### config.mk
export PLATFORM = sky130hd
export DESIGN_NAME = acq_cmd_seq
export DESIGN_NICKNAME = d
export VERILOG_FILES = /design/src/rtl/acq_seq_pkg.sv /design/src/rtl/acq_seq_fsm.sv /design/src/rtl/acq_seq_regs.sv /design/src/rtl/acq_seq_cal.sv /design/src/rtl/acq_cmd_seq.sv
export SDC_FILE = /design/constraint.sdc
export NUM_CORES = 1
export LEC_CHECK = 0
export BUFFER_PORTS_ARGS = -buffer_cell sky130_fd_sc_hd__buf_2
export CAP_MARGIN = 20
export CELL_PAD_IN_SITES_DETAIL_PLACEMENT = 0
export CELL_PAD_IN_SITES_GLOBAL_PLACEMENT = 2
export CORE_ASPECT_RATIO = 1.25
export CORE_MARGIN = 4
export CORE_UTILIZATION = 33
export CTS_CLUSTER_DIAMETER = 120
export DETAILED_ROUTE_END_ITERATION = 6
export PLACE_DENSITY = 0.91
export SYNTH_ARGS = -nofsm -noshare
export SYNTH_HDL_FRONTEND = slang
export SYNTH_SLANG_ARGS = --single-unit
### constraint.sdc
create_clock -name clk -period 4 [get_ports clk]
set_input_delay 0.8 -clock clk [delete_from_list [all_inputs] [get_ports clk]]
set_output_delay 0.8 -clock clk [all_outputs]
set_load 0.03 [all_outputs]
### src/rtl/acq_seq_pkg.sv
package acq_seq_pkg;

    localparam int BYTE_W = 8;
    localparam int NCH    = 2;

    typedef logic [BYTE_W-1:0] byte_t;

    // Internal states; the chain states are contiguous and in load order.
    typedef enum logic [4:0] {
        ST_INIT, ST_IDLE, ST_ARMED, ST_READ, ST_SCROLL,
        ST_CH1, ST_CH2, ST_RATE, ST_STEP2, ST_STEP1,
        ST_CPLA, ST_CPLB, ST_SHIFT, ST_EDGE, ST_POSA,
        ST_POSB, ST_TLVL, ST_OFFA, ST_GAINA, ST_OFFB, ST_GAINB
    } seq_st_e;

    localparam byte_t CMD_ARM    = 8'h02;
    localparam byte_t CMD_READ   = 8'h03;
    localparam byte_t CMD_CFG    = 8'h04;
    localparam byte_t CMD_POLL   = 8'h99;
    localparam byte_t CMD_FORCE  = 8'hFE;
    localparam byte_t CMD_ABORT  = 8'hFF;

    typedef struct packed {
        byte_t gain;
        byte_t off;
        byte_t pos;
    } trim_t;

    function automatic byte_t state_code(seq_st_e s);
        case (s)
            ST_INIT:   return 8'h00;
            ST_IDLE:   return 8'h01;
            ST_ARMED:  return 8'h21;
            ST_READ:   return 8'h03;
            ST_SCROLL: return 8'h14;
            ST_CH1,
            ST_CH2:    return 8'h0F;
            ST_RATE:   return 8'h05;
            ST_STEP2:  return 8'h08;
            ST_STEP1:  return 8'h09;
            ST_CPLA:   return 8'h06;
            ST_CPLB:   return 8'h07;
            ST_SHIFT:  return 8'h0A;
            ST_EDGE:   return 8'h0B;
            ST_POSA:   return 8'h0C;
            ST_POSB:   return 8'h0D;
            ST_TLVL:   return 8'h0E;
            ST_OFFA:   return 8'h10;
            ST_GAINA:  return 8'h11;
            ST_OFFB:   return 8'h12;
            default:   return 8'h13;
        endcase
    endfunction

    function automatic seq_st_e chain_next(seq_st_e s);
        if (s == ST_GAINB) return ST_IDLE;
        return seq_st_e'(s + 5'd1);
    endfunction

endpackage

### src/rtl/acq_seq_fsm.sv
module acq_seq_fsm
    import acq_seq_pkg::*;
(
    input  logic    clk,
    input  logic    rst,
    input  byte_t   cmd,
    input  logic    trig_event,
    output seq_st_e st_q,
    output logic    pend_q
);
    seq_st_e st_d;

    always_comb begin
        st_d = st_q;
        case (st_q)
            ST_INIT:   st_d = ST_IDLE;
            ST_IDLE: begin
                if (cmd == CMD_ARM)       st_d = ST_ARMED;
                else if (cmd == CMD_READ) st_d = ST_READ;
                else if (cmd == CMD_CFG)  st_d = ST_SCROLL;
            end
            ST_ARMED: begin
                if (cmd == CMD_POLL && pend_q) st_d = ST_READ;
                else if (cmd == CMD_ABORT)     st_d = ST_READ;
            end
            ST_READ:   if (cmd == CMD_CFG)   st_d = ST_CH1;
            ST_SCROLL: if (cmd == CMD_ABORT) st_d = ST_CH1;
            default:   if (cmd != '0)        st_d = chain_next(st_q);
        endcase
    end

    always_ff @(posedge clk) begin
        if (rst) begin
            st_q   <= ST_INIT;
            pend_q <= 1'b0;
        end else begin
            st_q <= st_d;
            if (st_q != ST_ARMED)
                pend_q <= 1'b0;
            else if (trig_event || cmd == CMD_FORCE)
                pend_q <= 1'b1;
        end
    end

    a_r1_init_to_idle: assert property (@(posedge clk) disable iff (rst)
        st_q == ST_INIT |=> st_q == ST_IDLE);
    a_r9_zero_holds: assert property (@(posedge clk) disable iff (rst)
        (cmd == '0 && st_q != ST_INIT) |=> $stable(st_q));
    a_r4_force_stays: assert property (@(posedge clk) disable iff (rst)
        (st_q == ST_ARMED && cmd == CMD_FORCE) |=> (st_q == ST_ARMED && pend_q));
    a_r3_query_waits: assert property (@(posedge clk) disable iff (rst)
        (st_q == ST_ARMED && cmd == CMD_POLL && !pend_q) |=> st_q == ST_ARMED);
    a_r10_pend_only_armed: assert property (@(posedge clk) disable iff (rst)
        st_q != ST_ARMED |=> !pend_q);
endmodule

### src/rtl/acq_seq_regs.sv
module acq_seq_regs
    import acq_seq_pkg::*;
(
    input  logic             clk,
    input  logic             rst,
    input  seq_st_e          st_q,
    input  byte_t            cmd,
    output logic [1:0]       chan_q,
    output byte_t            rate_q,
    output byte_t            step2_q,
    output byte_t            step1_q,
    output byte_t            cpla_q,
    output byte_t            cplb_q,
    output byte_t            shift_q,
    output byte_t            edge_q,
    output byte_t            tlvl_q,
    output trim_t [NCH-1:0]  shadow_q
);
    byte_t ch_first_q;
    logic  ch_ok;

    assign ch_ok = (cmd == ch_first_q) && (cmd == 8'd1 || cmd == 8'd2);

    always_ff @(posedge clk) begin
        if (rst) begin
            chan_q     <= 2'd1;
            ch_first_q <= '0;
            rate_q     <= '0;
            step2_q    <= '0;
            step1_q    <= '0;
            cpla_q     <= '0;
            cplb_q     <= '0;
            shift_q    <= '0;
            edge_q     <= '0;
            tlvl_q     <= '0;
            shadow_q   <= '0;
        end else if (cmd != '0) begin
            case (st_q)
                ST_CH1:   ch_first_q <= cmd;
                ST_CH2:   if (ch_ok) chan_q <= cmd[1:0];
                ST_RATE:  rate_q  <= cmd;
                ST_STEP2: step2_q <= cmd;
                ST_STEP1: step1_q <= cmd;
                ST_CPLA:  cpla_q  <= cmd;
                ST_CPLB:  cplb_q  <= cmd;
                ST_SHIFT: shift_q <= cmd;
                ST_EDGE:  edge_q  <= cmd;
                ST_POSA:  shadow_q[0].pos  <= cmd;
                ST_POSB:  shadow_q[1].pos  <= cmd;
                ST_TLVL:  tlvl_q  <= cmd;
                ST_OFFA:  shadow_q[0].off  <= cmd;
                ST_GAINA: shadow_q[0].gain <= cmd;
                ST_OFFB:  shadow_q[1].off  <= cmd;
                ST_GAINB: shadow_q[1].gain <= cmd;
                default: ;
            endcase
        end
    end

    a_r6_chan_legal: assert property (@(posedge clk) disable iff (rst)
        (chan_q == 2'd1 || chan_q == 2'd2));
    a_r9_zero_no_load: assert property (@(posedge clk) disable iff (rst)
        cmd == '0 |=> ($stable(rate_q) && $stable(tlvl_q) && $stable(shadow_q)));
endmodule

### src/rtl/acq_seq_cal.sv
module acq_seq_cal
    import acq_seq_pkg::*;
(
    input  logic             clk,
    input  logic             rst,
    input  seq_st_e          st_q,
    input  trim_t [NCH-1:0]  shadow_q,
    output trim_t [NCH-1:0]  live_q
);
    logic refresh;

    assign refresh = (st_q == ST_IDLE) || (st_q == ST_SCROLL);

    for (genvar g = 0; g < NCH; g++) begin : g_ch
        always_ff @(posedge clk) begin
            if (rst)          live_q[g] <= '0;
            else if (refresh) live_q[g] <= shadow_q[g];
        end
    end

    a_r8_frozen: assert property (@(posedge clk) disable iff (rst)
        !refresh |=> $stable(live_q));
endmodule

### src/rtl/acq_cmd_seq.sv
module acq_cmd_seq
    import acq_seq_pkg::*;
(
    input  logic        clk,
    input  logic        rst,
    input  logic [7:0]  cmd_byte,
    input  logic        trig_event,
    output logic [7:0]  mbox_code,
    output logic [1:0]  chan_sel,
    output logic [7:0]  rate_idx,
    output logic [7:0]  step_second,
    output logic [7:0]  step_first,
    output logic [7:0]  couple_a,
    output logic [7:0]  couple_b,
    output logic [7:0]  shift_sel,
    output logic [7:0]  edge_sel,
    output logic [7:0]  trig_level,
    output logic [15:0] pos_trim,
    output logic [15:0] off_trim,
    output logic [15:0] gain_trim
);
    seq_st_e         st_q;
    logic            pend_q;
    trim_t [NCH-1:0] shadow_q;
    trim_t [NCH-1:0] live_q;

    acq_seq_fsm u_fsm (
        .clk(clk), .rst(rst), .cmd(cmd_byte), .trig_event(trig_event),
        .st_q(st_q), .pend_q(pend_q)
    );

    acq_seq_regs u_regs (
        .clk(clk), .rst(rst), .st_q(st_q), .cmd(cmd_byte),
        .chan_q(chan_sel), .rate_q(rate_idx), .step2_q(step_second),
        .step1_q(step_first), .cpla_q(couple_a), .cplb_q(couple_b),
        .shift_q(shift_sel), .edge_q(edge_sel), .tlvl_q(trig_level),
        .shadow_q(shadow_q)
    );

    acq_seq_cal u_cal (
        .clk(clk), .rst(rst), .st_q(st_q), .shadow_q(shadow_q), .live_q(live_q)
    );

    assign mbox_code = state_code(st_q);

    for (genvar g = 0; g < NCH; g++) begin : g_out
        assign pos_trim [g*BYTE_W +: BYTE_W] = live_q[g].pos;
        assign off_trim [g*BYTE_W +: BYTE_W] = live_q[g].off;
        assign gain_trim[g*BYTE_W +: BYTE_W] = live_q[g].gain;
    end
endmodule

==> impl_metrics.yaml <==
status:
  outcome: "finished, final reports clean"
grt:
  global_route.peak_usage_layer: "met2"
  first_global_vias: 5592
  grt_first_pass_wirelength_um: 31200
  global_route.usage.met2_pct: 28.2
  grt.met1_usage_pct: 19.7
  global_route.overflow_total: 0
  grt_antenna_before_repair: 0
  grt_util_all_layers_pct: 16.3
  groute.layer.met3.usage_pct: 4.79
  grt_max_degree: 120
power_and_ir_drop:
  peakVddDrop_mv: 0.283
  leakagePower_nw: 3.93
  pwr_density_cell_mw_per_mm2: 537
sta:
  worst_margin_pin_slew_ns: 0.937
  period_needed_ns: 3.18
  grt_setup_unrepaired: "false"
  max-slew-margin-rel_pct: 37.5
  maxSlewViolCount: 0
  final_critical_path_setup_slack_ns: 0.817
  report.final.setup_viol: 0
  setup_total_negative_slack_ns: 0
  finClkSkew_ns: 0.0125
  final_clock_period_utilization_by_the_worst_path_pct: 79.6
  final_hold_violation_count: 0
  fmax_mhz: 314
place:
  dp_slack_ns: 0.440
  place.detailed.hpwl_um: 12900
  port_buffers: 130
  routabilityCongestion: 0.825
clock_network:
  cts_tree: "done"
  post_cts.repair.setup_buffers: 0
  cts_root_buffer: "sky130_fd_sc_hd__clkbuf_16"
  cts_max_path_buffers: 2
  clk_pin_slew_ns: 0.06
  clock_insertion_delay_worst_skew_ns: 0.43
  htree_levels: 4
  number_of_buffers_added_to_fix_hold_violations_after_cts: 0
  cts.sinks: 182
  cts_buffers: 17
  cts.repair.resized: 0
logic_synthesis:
  post-synth-top-area-cell: "sky130_fd_sc_hd__dfxtp_1"
  synth_seq_area_share_pct: 51.4
  syn_area_mm2: 0.00709
  syn-mean-instance-area_um2: 8.67
  yosys.cell_types.count: 54
  postSynth.topFlopCell: "sky130_fd_sc_hd__dfxtp_1"
  synth_async_sr_flop_share_pct: 0
  number_of_enable_flip_flop_cells_after_synthesis: 0
  synthesis.instances: 818
  synth.cells.most_frequent: "sky130_fd_sc_hd__dfxtp_1 (182), sky130_fd_sc_hd__nand2_1 (166), sky130_fd_sc_hd__nor2_1 (93)"
  post_synth_simple_gate_area_pct: 20.6
  post_synth_xor_area_fraction_pct: 0.741
  synthAdderAreaFrac_pct: 1.59
  synthTopCellsByArea: "sky130_fd_sc_hd__dfxtp_1 (51%), sky130_fd_sc_hd__mux2i_1 (10%), sky130_fd_sc_hd__nand2_1 (8.8%), sky130_fd_sc_hd__a21oi_1 (6.5%), sky130_fd_sc_hd__nor2_1 (4.9%)"
  synth_mux_area_share_pct: 10.6
  post-synth-top-count-cell: "sky130_fd_sc_hd__dfxtp_1"
  compound_gate_portion_of_the_synthesized_area_pct: 10.6
  synth_top_area_share_pct: 51.4
  ys_seq_elements: 182
  synth-warning-count: 0
  synth_top_family_by_area: "simple AND/OR/NAND/NOR gates"
floorplanning:
  floorplan.initialDensity_pct: 33.8
  die-width_um: 139
  area_of_the_die_mm2: 0.0239
  core_area_mm2: 0.0210
  die_height_um: 172
  num_io_pins: 133
  fp-row-count: 59
final_layout:
  final_util_pct: 40.8
  drive_above_1_share_pct: 20.1
  fin_nets: 937
  diodes: 0
  areaGrowthSynthToFinish_pct: 20.6
critical_path:
  timing.critical_path.from_type: "flip-flop"
  crit_path_end_kind: "flip-flop"
  critPathKind: "reg2reg"
  path_max_fanout: 9
  cp_data_required_time_ns: 4.32
  worstPathArrival_ns: 3.50
routing:
  route.detailed.drc: 0
  totalWireLength_um: 19400
  initialDrtViolationCount: 455
  dr.pass1.iters: 4
  wire_per_inst_um: 16.2
  vias: 5824
  routed_via_density: 4.84
  detail-route-antenna-nets: 0
job:
  cap_violations: 0
worst_hold_path:
  min_path_type: "reg2reg"
==> critical path, stage by stage (launching register included) <==
cell	delay (ns)
sky130_fd_sc_hd__dfxtp_1	0.35
sky130_fd_sc_hd__inv_1	0.11
sky130_fd_sc_hd__ha_1	0.36
sky130_fd_sc_hd__nor4b_1	0.44
sky130_fd_sc_hd__o22ai_1	0.16
sky130_fd_sc_hd__o22a_1	0.30
sky130_fd_sc_hd__nand2_2	0.15
sky130_fd_sc_hd__mux2i_1	0.28
sky130_fd_sc_hd__nor2_1	0.11
sky130_fd_sc_hd__inv_1	0.13
sky130_fd_sc_hd__ha_1	0.27
sky130_fd_sc_hd__a2111o_1	0.30
sky130_fd_sc_hd__o211a_1	0.11
==> cells by family (layout without fill, tap and decap cells) <==
kind of cell / count (synthesis) / after routing
adders and majority gates: 9 / 9
DFF: 182 / 182
muxes: 75 / 75
and+or+nand+nor: 341 / 341
buffers and inverters: 78 / 188
AOI/OAI and AO/OA: 126 / 126
xor gates and xnor gates: 6 / 6
other: 1 / 2
==> power by group <==
part | switching [mW] | internal, mW | leakage, nW
sequential | 0.0362 | 1.86 | 1.47
combinational | 0.699 | 0.294 | 2.18
clock | 0.738 | 0.960 | 0.284
total | 1.47 | 3.12 | 3.93
==> state kept, by name, summed over array words and instances (netlist names) <==
signal,flops
u_cal.live_q,48
u_regs.shadow_q,48
u_regs.ch_first_q,8
u_regs.cpla_q,8
u_regs.cplb_q,8
u_regs.edge_q,8
u_regs.rate_q,8
u_regs.shift_q,8
u_regs.step1_q,8
u_regs.step2_q,8
u_regs.tlvl_q,8
mbox_code,6
u_fsm.st_q,5
u_regs.chan_q,2
u_fsm.pend_q,1
==> cell usage in the layout (no fill, tap or decap), drive strengths merged, types with 3 or more instances in the layout <==
cell,instances
a21oi,92
a22oi,10
a311oi,3
and2,3
and3,5
buf,145
clkbuf,19
clkinv,4
clkinvlp,3
dfxtp,182
ha,9
inv,15
mux2i,75
nand2,167
nand3,33
nand4,9
nor2,93
nor2b,6
nor3,8
nor4,3
or4,5
xnor2,4
==> final cells by class <==
class	count	area, um^2
Clock buffer	19	453
Fill cell	2233	12400
Inverter	12	47.5
Timing Repair Buffer	145	769
Tap cell	274	343
Multi-Input combinational cell	559	3150
Sequential cell	182	3640
Clock inverter	12	143
==> path summary, 6_finish.rpt <==
path                                  startpoint                to  slack (ns)  depth (start not counted)
worst max register to register     u_fsm.st_q[0]      mbox_code[1]        0.82                         12
worst max-delay path               u_fsm.st_q[0]      mbox_code[1]        0.82                         12
worst min register to register  u_cal.live_q[28]  u_cal.live_q[28]        0.45                          2
worst min-delay path            u_cal.live_q[28]  u_cal.live_q[28]        0.45                          2
==> metal layers <==
layer / vias to the layer above / share of wire [%]
li1: 2948 / -
met1: 2712 / 42
met2: 146 / 50
met3: 18 / 6.3
met4: 0 / 1.4
met5: - / 0
==> per-stage QoR <==
stage / power (mW) / hold WS (ns) / cell area [um^2] / cells
2_1_floorplan: 2.67 / 0.436 / 7090 / 819
3_3_place_gp: 2.95 / 0.437 / 7950 / 1172
3_5_place_dp: 2.95 / 0.442 / 7950 / 1172
4_1_cts: 4.65 / 0.452 / 8550 / 1203
5_1_grt: 4.85 / 0.469 / 8550 / 1203
6_report: 4.59 / 0.447 / 8550 / 1203
(Power assumes the default switching activity.)
